<file path="src/rtl/fsr_pkg.sv">
// Package: shared field positions and context encoding for the fault
// status register. Assumes a status word of at least 24 bits.
package fsr_pkg;

    // Context class carried in the status word.
    typedef enum logic [1:0] {
        CTX_PRIMARY   = 2'd0,
        CTX_SECONDARY = 2'd1,
        CTX_NUCLEUS   = 2'd2
    } fsr_ctx_e;

    // Bit positions inside the status word.
    localparam int unsigned POS_VALID = 0;
    localparam int unsigned POS_OVWR  = 1;
    localparam int unsigned POS_WRITE = 2;
    localparam int unsigned POS_CTX   = 4;
    localparam int unsigned CTX_W     = 2;
    localparam int unsigned POS_SIDE  = 6;
    localparam int unsigned POS_TYPE  = 7;
    localparam int unsigned POS_SPACE = 16;
    localparam int unsigned SPACE_W   = 8;
    localparam int unsigned TYPE_MAX  = POS_SPACE - POS_TYPE;

endpackage

</file>
<file path="src/rtl/fsr_field_pack.sv">
// Module: fsr_field_pack
// Builds the status word for a new fault from the fault attributes and the
// valid bit of the current word. Purely combinational. Assumes
// FT_W <= TYPE_MAX so that the type field stays below the space field.
module fsr_field_pack
    import fsr_pkg::*;
#(
    parameter int unsigned DW   = 64,
    parameter int unsigned FT_W = 6
) (
    input  logic               prev_valid,
    input  logic               f_write,
    input  logic [CTX_W-1:0]   f_ctx,
    input  logic               f_side,
    input  logic [FT_W-1:0]    f_type,
    input  logic [SPACE_W-1:0] f_space,
    output logic [DW-1:0]      word
);

    localparam int unsigned TYPE_TOP  = POS_TYPE + FT_W - 1;
    localparam int unsigned SPACE_TOP = POS_SPACE + SPACE_W - 1;

    // Place each attribute at its position and leave every other bit clear.
    always_comb begin
        word                         = '0;
        word[POS_VALID]              = 1'b1;
        word[POS_OVWR]               = prev_valid;
        word[POS_WRITE]              = f_write;
        word[POS_CTX +: CTX_W]       = f_ctx;
        word[POS_SIDE]               = f_side;
        word[TYPE_TOP:POS_TYPE]      = f_type;
        word[SPACE_TOP:POS_SPACE]    = f_space;
    end

endmodule

</file>
<file path="src/rtl/fsr_status_reg.sv">
// Module: fsr_status_reg
// Holds the status word. A fault load takes priority over a software write.
// Assumes a synchronous active-low reset.
module fsr_status_reg #(
    parameter int unsigned DW = 64
) (
    input  logic          clk,
    input  logic          rst_n,
    input  logic          fault_ld,
    input  logic [DW-1:0] fault_word,
    input  logic          sw_ld,
    input  logic [DW-1:0] sw_word,
    output logic [DW-1:0] q
);

    // Register update: reset, then fault, then software write.
    always_ff @(posedge clk) begin
        if (!rst_n)        q <= '0;
        else if (fault_ld) q <= fault_word;
        else if (sw_ld)    q <= sw_word;
    end

    AST_STAT_HOLD: assert property (@(posedge clk) disable iff (!rst_n)
        (!fault_ld && !sw_ld) |=> $stable(q));

    AST_STAT_SW: assert property (@(posedge clk) disable iff (!rst_n)
        (sw_ld && !fault_ld) |=> (q == $past(sw_word)));

endmodule

</file>
<file path="src/rtl/fsr_addr_reg.sv">
// Module: fsr_addr_reg
// Companion register holding the faulting virtual address on the data side.
// A fault capture takes priority over a software write. Synchronous
// active-low reset.
module fsr_addr_reg #(
    parameter int unsigned DW = 64
) (
    input  logic          clk,
    input  logic          rst_n,
    input  logic          cap,
    input  logic [DW-1:0] cap_addr,
    input  logic          sw_ld,
    input  logic [DW-1:0] sw_word,
    output logic [DW-1:0] q
);

    // Register update: reset, then fault capture, then software write.
    always_ff @(posedge clk) begin
        if (!rst_n)     q <= '0;
        else if (cap)   q <= cap_addr;
        else if (sw_ld) q <= sw_word;
    end

    AST_ADDR_CAPTURE: assert property (@(posedge clk) disable iff (!rst_n)
        cap |=> (q == $past(cap_addr)));

    AST_ADDR_HOLD: assert property (@(posedge clk) disable iff (!rst_n)
        (!cap && !sw_ld) |=> $stable(q));

endmodule

</file>
<file path="src/rtl/fault_status_unit.sv">
// Module: fault_status_unit
// Top level of the sticky fault status register. It packs the fault
// attributes, loads the status word, optionally captures the fault address
// (HAS_ADDR) and offers a software write port and a read port.
// Assumes flt_stb is a single-cycle strobe per fault and a synchronous
// active-low reset.
module fault_status_unit
    import fsr_pkg::*;
#(
    parameter int unsigned DW       = 64,
    parameter int unsigned FT_W     = 6,
    parameter bit          HAS_ADDR = 1'b1
) (
    input  logic               clk,
    input  logic               rst_n,
    input  logic               flt_stb,
    input  logic               flt_write,
    input  logic [1:0]         flt_ctx,
    input  logic               flt_side,
    input  logic [FT_W-1:0]    flt_type,
    input  logic [7:0]         flt_space,
    input  logic [DW-1:0]      flt_addr,
    input  logic               sw_we,
    input  logic               sw_sel,
    input  logic [DW-1:0]      sw_wdata,
    input  logic               rd_sel,
    output logic [DW-1:0]      rd_data
);

    localparam int unsigned TYPE_TOP  = POS_TYPE + FT_W - 1;
    localparam int unsigned SPACE_TOP = POS_SPACE + SPACE_W - 1;

    logic [DW-1:0] stat_q;
    logic [DW-1:0] addr_q;
    logic [DW-1:0] new_word;
    logic          sw_stat_ld;
    logic          sw_addr_ld;

    // Decode the software write target.
    always_comb begin
        sw_stat_ld = sw_we && !sw_sel;
        sw_addr_ld = sw_we &&  sw_sel;
    end

    fsr_field_pack #(.DW(DW), .FT_W(FT_W)) u_pack (
        .prev_valid (stat_q[POS_VALID]),
        .f_write    (flt_write),
        .f_ctx      (flt_ctx),
        .f_side     (flt_side),
        .f_type     (flt_type),
        .f_space    (flt_space),
        .word       (new_word)
    );

    fsr_status_reg #(.DW(DW)) u_stat (
        .clk        (clk),
        .rst_n      (rst_n),
        .fault_ld   (flt_stb),
        .fault_word (new_word),
        .sw_ld      (sw_stat_ld),
        .sw_word    (sw_wdata),
        .q          (stat_q)
    );

    generate
        if (HAS_ADDR) begin : g_addr
            fsr_addr_reg #(.DW(DW)) u_addr (
                .clk      (clk),
                .rst_n    (rst_n),
                .cap      (flt_stb),
                .cap_addr (flt_addr),
                .sw_ld    (sw_addr_ld),
                .sw_word  (sw_wdata),
                .q        (addr_q)
            );
        end else begin : g_no_addr
            assign addr_q = '0;
        end
    endgenerate

    // Read port: select one of the two registers.
    always_comb begin
        rd_data = rd_sel ? addr_q : stat_q;
    end

    AST_VALID_SET: assert property (@(posedge clk) disable iff (!rst_n)
        flt_stb |=> stat_q[POS_VALID]);

    AST_OVERFLOW: assert property (@(posedge clk) disable iff (!rst_n)
        (flt_stb && stat_q[POS_VALID]) |=> stat_q[POS_OVWR]);

    AST_NO_OVERFLOW: assert property (@(posedge clk) disable iff (!rst_n)
        (flt_stb && !stat_q[POS_VALID]) |=> !stat_q[POS_OVWR]);

    AST_WRITE_BIT: assert property (@(posedge clk) disable iff (!rst_n)
        flt_stb |=> (stat_q[POS_WRITE] == $past(flt_write)));

    AST_CTX_FIELD: assert property (@(posedge clk) disable iff (!rst_n)
        flt_stb |=> (stat_q[POS_CTX +: CTX_W] == $past(flt_ctx)));

    AST_SIDE_BIT: assert property (@(posedge clk) disable iff (!rst_n)
        flt_stb |=> (stat_q[POS_SIDE] == $past(flt_side)));

    AST_TYPE_SPACE: assert property (@(posedge clk) disable iff (!rst_n)
        flt_stb |=> ((stat_q[TYPE_TOP:POS_TYPE] == $past(flt_type)) &&
                     (stat_q[SPACE_TOP:POS_SPACE] == $past(flt_space))));

    AST_SPARE_ZERO: assert property (@(posedge clk) disable iff (!rst_n)
        flt_stb |=> (stat_q[POS_WRITE+1] == 1'b0 &&
                     stat_q[DW-1:SPACE_TOP+1] == '0));

    AST_FAULT_WINS: assert property (@(posedge clk) disable iff (!rst_n)
        (flt_stb && sw_stat_ld) |=> stat_q[POS_VALID]);

endmodule

</file>
<file path="config.mk">
export PLATFORM = sky130hd
export DESIGN_NAME = fault_status_unit
export DESIGN_NICKNAME = d
export VERILOG_FILES = /design/src/rtl/fsr_pkg.sv /design/src/rtl/fsr_field_pack.sv /design/src/rtl/fsr_status_reg.sv /design/src/rtl/fsr_addr_reg.sv /design/src/rtl/fault_status_unit.sv
export SDC_FILE = /design/constraint.sdc
export NUM_CORES = 1
export LEC_CHECK = 0
export ABC_CLOCK_PERIOD_IN_PS = 1940
export BUFFER_PORTS_ARGS = -buffer_cell sky130_fd_sc_hd__buf_2
export CAP_MARGIN = 5
export CORE_MARGIN = 4
export CORE_UTILIZATION = 50
export CTS_CLUSTER_DIAMETER = 120
export DETAILED_ROUTE_END_ITERATION = 8
export PLACE_DENSITY_LB_ADDON = 0.08
export SETUP_SLACK_MARGIN = 0.02
export SKIP_LAST_GASP = 1
export SLEW_MARGIN = 20
export SYNTH_ARGS = -nofsm -noshare
export SYNTH_HDL_FRONTEND = slang
export SYNTH_SLANG_ARGS = --single-unit
export TNS_END_PERCENT = 10
</file>
<file path="constraint.sdc">
create_clock -name clk -period 1.94 [get_ports clk]
set_input_delay 0.194 -clock clk [delete_from_list [all_inputs] [get_ports clk]]
set_output_delay 0.194 -clock clk [all_outputs]
set_load 0.02 [all_outputs]
</file>
## Word level (Yosys, flattened, before mapping)

Index checks and enable logic that the tools add are counted.

| word-level totals | value |
|---|---|
| word-level logic and storage cells | 15 |
| register bits after elaboration | 128 |
| input bits | 152 |

| cells by class | value |
|---|---|
| bitwise operators | 1 |
| reduce and logical (&&, ||, !) cells | 6 |
| mux-type cells | 5 |

Operators by type and width:

| cell | count |
|---|---|
| 64-bit two-way mux | 3 |
| 24-bit two-way mux | 2 |
| 2-bit nonzero test | 2 |
| 1-bit logical AND | 2 |
| 2-bit OR reduction | 1 |
| 1-bit logical NOT | 1 |
| 1-bit NOT | 1 |

## Depth between registers and ports, before layout

| depth | value |
|---|---|
| word-level depth | 4 |
| gate-level depth with buffers | 5 |
| depth with buffers taken out | 3 |

## Modules after synthesis

A second synthesis with hierarchy kept.

| unflattened totals | value |
|---|---|
| cell total of the unflattened synthesis | 707 |
| area total of the unflattened synthesis | 8,577.0 um2 |

By module, submodules not included:

| module | instances | cells each | area each (um2) | sequential area each (um2) |
|---|---|---|---|---|
| fsr_addr_reg | 1 | 284 | 3,499.6 | 1,281.2 |
| fsr_status_reg | 1 | 284 | 3,499.6 | 1,281.2 |
| fault_status_unit | 1 | 73 | 1,089.8 | 0.0 |
| fsr_field_pack | 1 | 66 | 488.0 | 0.0 |

## Least setup slack after synthesis

Ideal clock, no wire load.

| timing | value |
|---|---|
| path kind | input-to-output |
| start | input rd_sel |
| end | output rd_data[10] |
| required time | 1.746 ns |
| arrival time | 0.981 ns |
| slack | 0.765 ns |
| cell stages on the path | 3 |
| path through | buf_2 buf_2 mux2_2 |

| on the way | value |
|---|---|
| word-level cells in the longest chain between the ends | 1 |

RTL lines:

| element | line | source |
|---|---|---|
| from (decl) | fault_status_unit.sv:26 | `input logic rd_sel,` |
| 64-bit two-way mux | fault_status_unit.sv:83 | `rd_data = rd_sel ? addr_q : stat_q;` |
| to (decl) | fault_status_unit.sv:27 | `output logic [DW-1:0] rd_data` |

No other way between the ends.

## Final worst setup path

| timing | value |
|---|---|
| start | input rd_sel |
| end | output rd_data[1] |

The elaborated chain is that of the path after synthesis.

==> reports/qor.csv <==
metric,value,unit
cp_max_fo,64,
period_minus_slack,1430,ps
grt_start_max_net_pins,67,
p_clk_share,44.4,%
cts.clk_slew.worst_paths,60,ps
endpoint_kind,output pin,
cts_num_sinks,128,
place_congestion,0.855,
cts_root_buf,clkbuf_16,
yosysUniqueCellTypes,23,
grt_first_pass_wirelength,27500,µm
place.port_buffers,215,
cts.repair_timing.setup_buffer_count,0,
hold_violations,0,
grt.total_usage,25.4,%
synth-seq-cells,128,
sw_frac_of_total,25.4,%
gr-total-overflow,0,
core_area,0.0115,mm²
layout_commonest_cell,nand2_1,
fin_crit_sh,73.9,%
syn_area,0.00595,mm²
final_layout_size_suffix_gt1_share,37.7,%
combPwrFrac,14.6,%
cts_resized,0,
rsz0062_at_grt,false,
yosys.area.top_type_share,43.0,%
p_seq_share,41.1,%
cap_viol_max_count,0,
antenna-diode-count,0,
drc,0,
die_height,117,µm
via_count,5926,
h-tree-depth,4,
dp_slack,532,ps
finalNonFillerCells,1067,
cp-start-kind,primary input,
cts_buffers,17,
avgSynthCellArea,8.17,µm²
drtAntennaViolNets,0,
mostFrequentLayoutCells,"nand2_1 (254), buf_2 (215), dfxtp_1 (128)",
powerDensity,920,mW/mm²
synth_cells,729,
io_pins,216,
wire_per_inst,16.5,µm
n_fill_cell,1028,
crit_type,in2out,
setup_viol,0,
syn_nets,881,
slew_headroom,69.9,%
postCtsHoldBufs,0,
dieWidth,117,µm
synth_top_cell_by_area,dfxtp_1,
avgViaCountPerCell,5.55,
p_leak,0.00327,µW
clock_skew,3.34,ps
hpwl,11600,µm
cp.required,1750,ps
tritoncts,done,
syn2layout_area_growth,26.9,%
worst_slack,506,ps
finalSetupTns,0,ps
tightest_slew,449,ps
maxSlewViolCount,0,
achievable-frequency,697,MHz
ir_drop,0.601,mV
row_count,39,
yosysWarnings,0,
grt_antenna_before_repair,2,
drt_iter0_drc,463,
cp.arrival,1240,ps
status,"finished, final reports clean",
final_util,65.6,%
p_switching,1770,µW
p_int,5190,µW
clk_latency,410,ps
dpl.cell_count,1036,
grt_pass1_vias,5693,
min_path_type,in2reg,
synthTopCellsByArea,"dfxtp_1 (43%), nand2_1 (16%), mux2_2 (12%), a31oi_1 (8.7%), o21ai_0 (6.2%)",
whs,30.0,ps
wl,17600,µm
clk_path_buf_depth,2,
first_pass_iters,5,
die_area,0.0137,mm²
synth.yosys.seq_area_share,43.0,%
initial_core_util,51.7,%
fin_nets,1064,
## per-layer routing
| layer | track usage [%] | up-vias | wire (µm) |
|---|---|---|---|
| met3 | 6.99 | 34 | 1370 |
| met2 | 42.1 | 222 | 8400 |
| met1 | 31.2 | 2787 | 7480 |
| met5 | 0 | - | 21 |
| li1 | - | 2879 | - |
| met4 | 10.6 | 4 | 371 |
## power groups by stage
stage               Combinational [µW]  Clock, µW  Sequential (µW)
floorplan                          657          0             2890
global placement                   992          0             2910
detailed placement                1010          0             2910
CTS                               1020       3140             2860
global route                      1110       3260             2870
finish                            1010       3090             2860
## through the flow
stage          total power (µW)  area (µm²)
6_report                   6960        7560
5_1_grt                    7240        7560
4_1_cts                    7010        7560
3_5_place_dp               3920        6980
3_3_place_gp               3900        6980
2_1_floorplan              3540        5950
## sequential cells by signal (all words and copies together) (netlist names)
| signal | flops |
|---|---|
| u_stat.q | 64 |
| g_addr.u_addr.q | 64 |
## kinds of logic (layout without fill, tap and decap cells)
| logic type | count (synthesis) | in the layout | share of synthesized area (%) |
|---|---|---|---|
| flops | 128 | 128 | 43.0 |
| compound gates | 211 | 211 | 20.8 |
| buf+inv | 66 | 261 | 7.40 |
| mux | 64 | 64 | 12.1 |
| simple gates | 260 | 260 | 16.6 |
## layout make-up
class,instances,area [µm²],share of cell area [%]
well taps,143,179,2.37
flip-flops and latches,128,2560,33.9
clock inverters,5,50.0,0.662
multi-input cells,535,2960,39.2
clock buffers,26,529,7.00
repair buffers,229,1270,16.8
inverters,1,6.26,0.0828
## final timing paths
| path | from | to | slack, ps | cells past startpoint |
|---|---|---|---|---|
| hold reg to reg | u_stat.q[29] | u_stat.q[29] | 450 | 2 |
| hold / removal | sw_wdata[39] | u_stat.q[39] | 30 | 3 |
| setup / recovery | rd_sel | rd_data[1] | 510 | 4 |
| setup reg to reg | u_stat.q[0] | u_stat.q[0] | 1170 | 1 |
## cells in the mapped netlist
master    count
o21ai_1       9
clkbuf_1     13
clkbuf_2      3
clkbuf_8      4
buf_6        11
a21oi_1      24
mux2_2       64
and2_1        1
nand2_2       2
buf_1         3
nand2_1     254
nand2b_1      1
a31oi_1      83
o311a_1       1
buf_2        26
dfxtp_1     128
inv_2         1
buf_4         3
a21oi_2      20
buf_8         2
or3_1         1
nor2b_1       1
o21ai_0      74
## critical path: stages
cell and delay, ps:
buf_2 100, buf_12 320, mux2_2 400, buf_2 160
(Power assumes the default switching activity.)
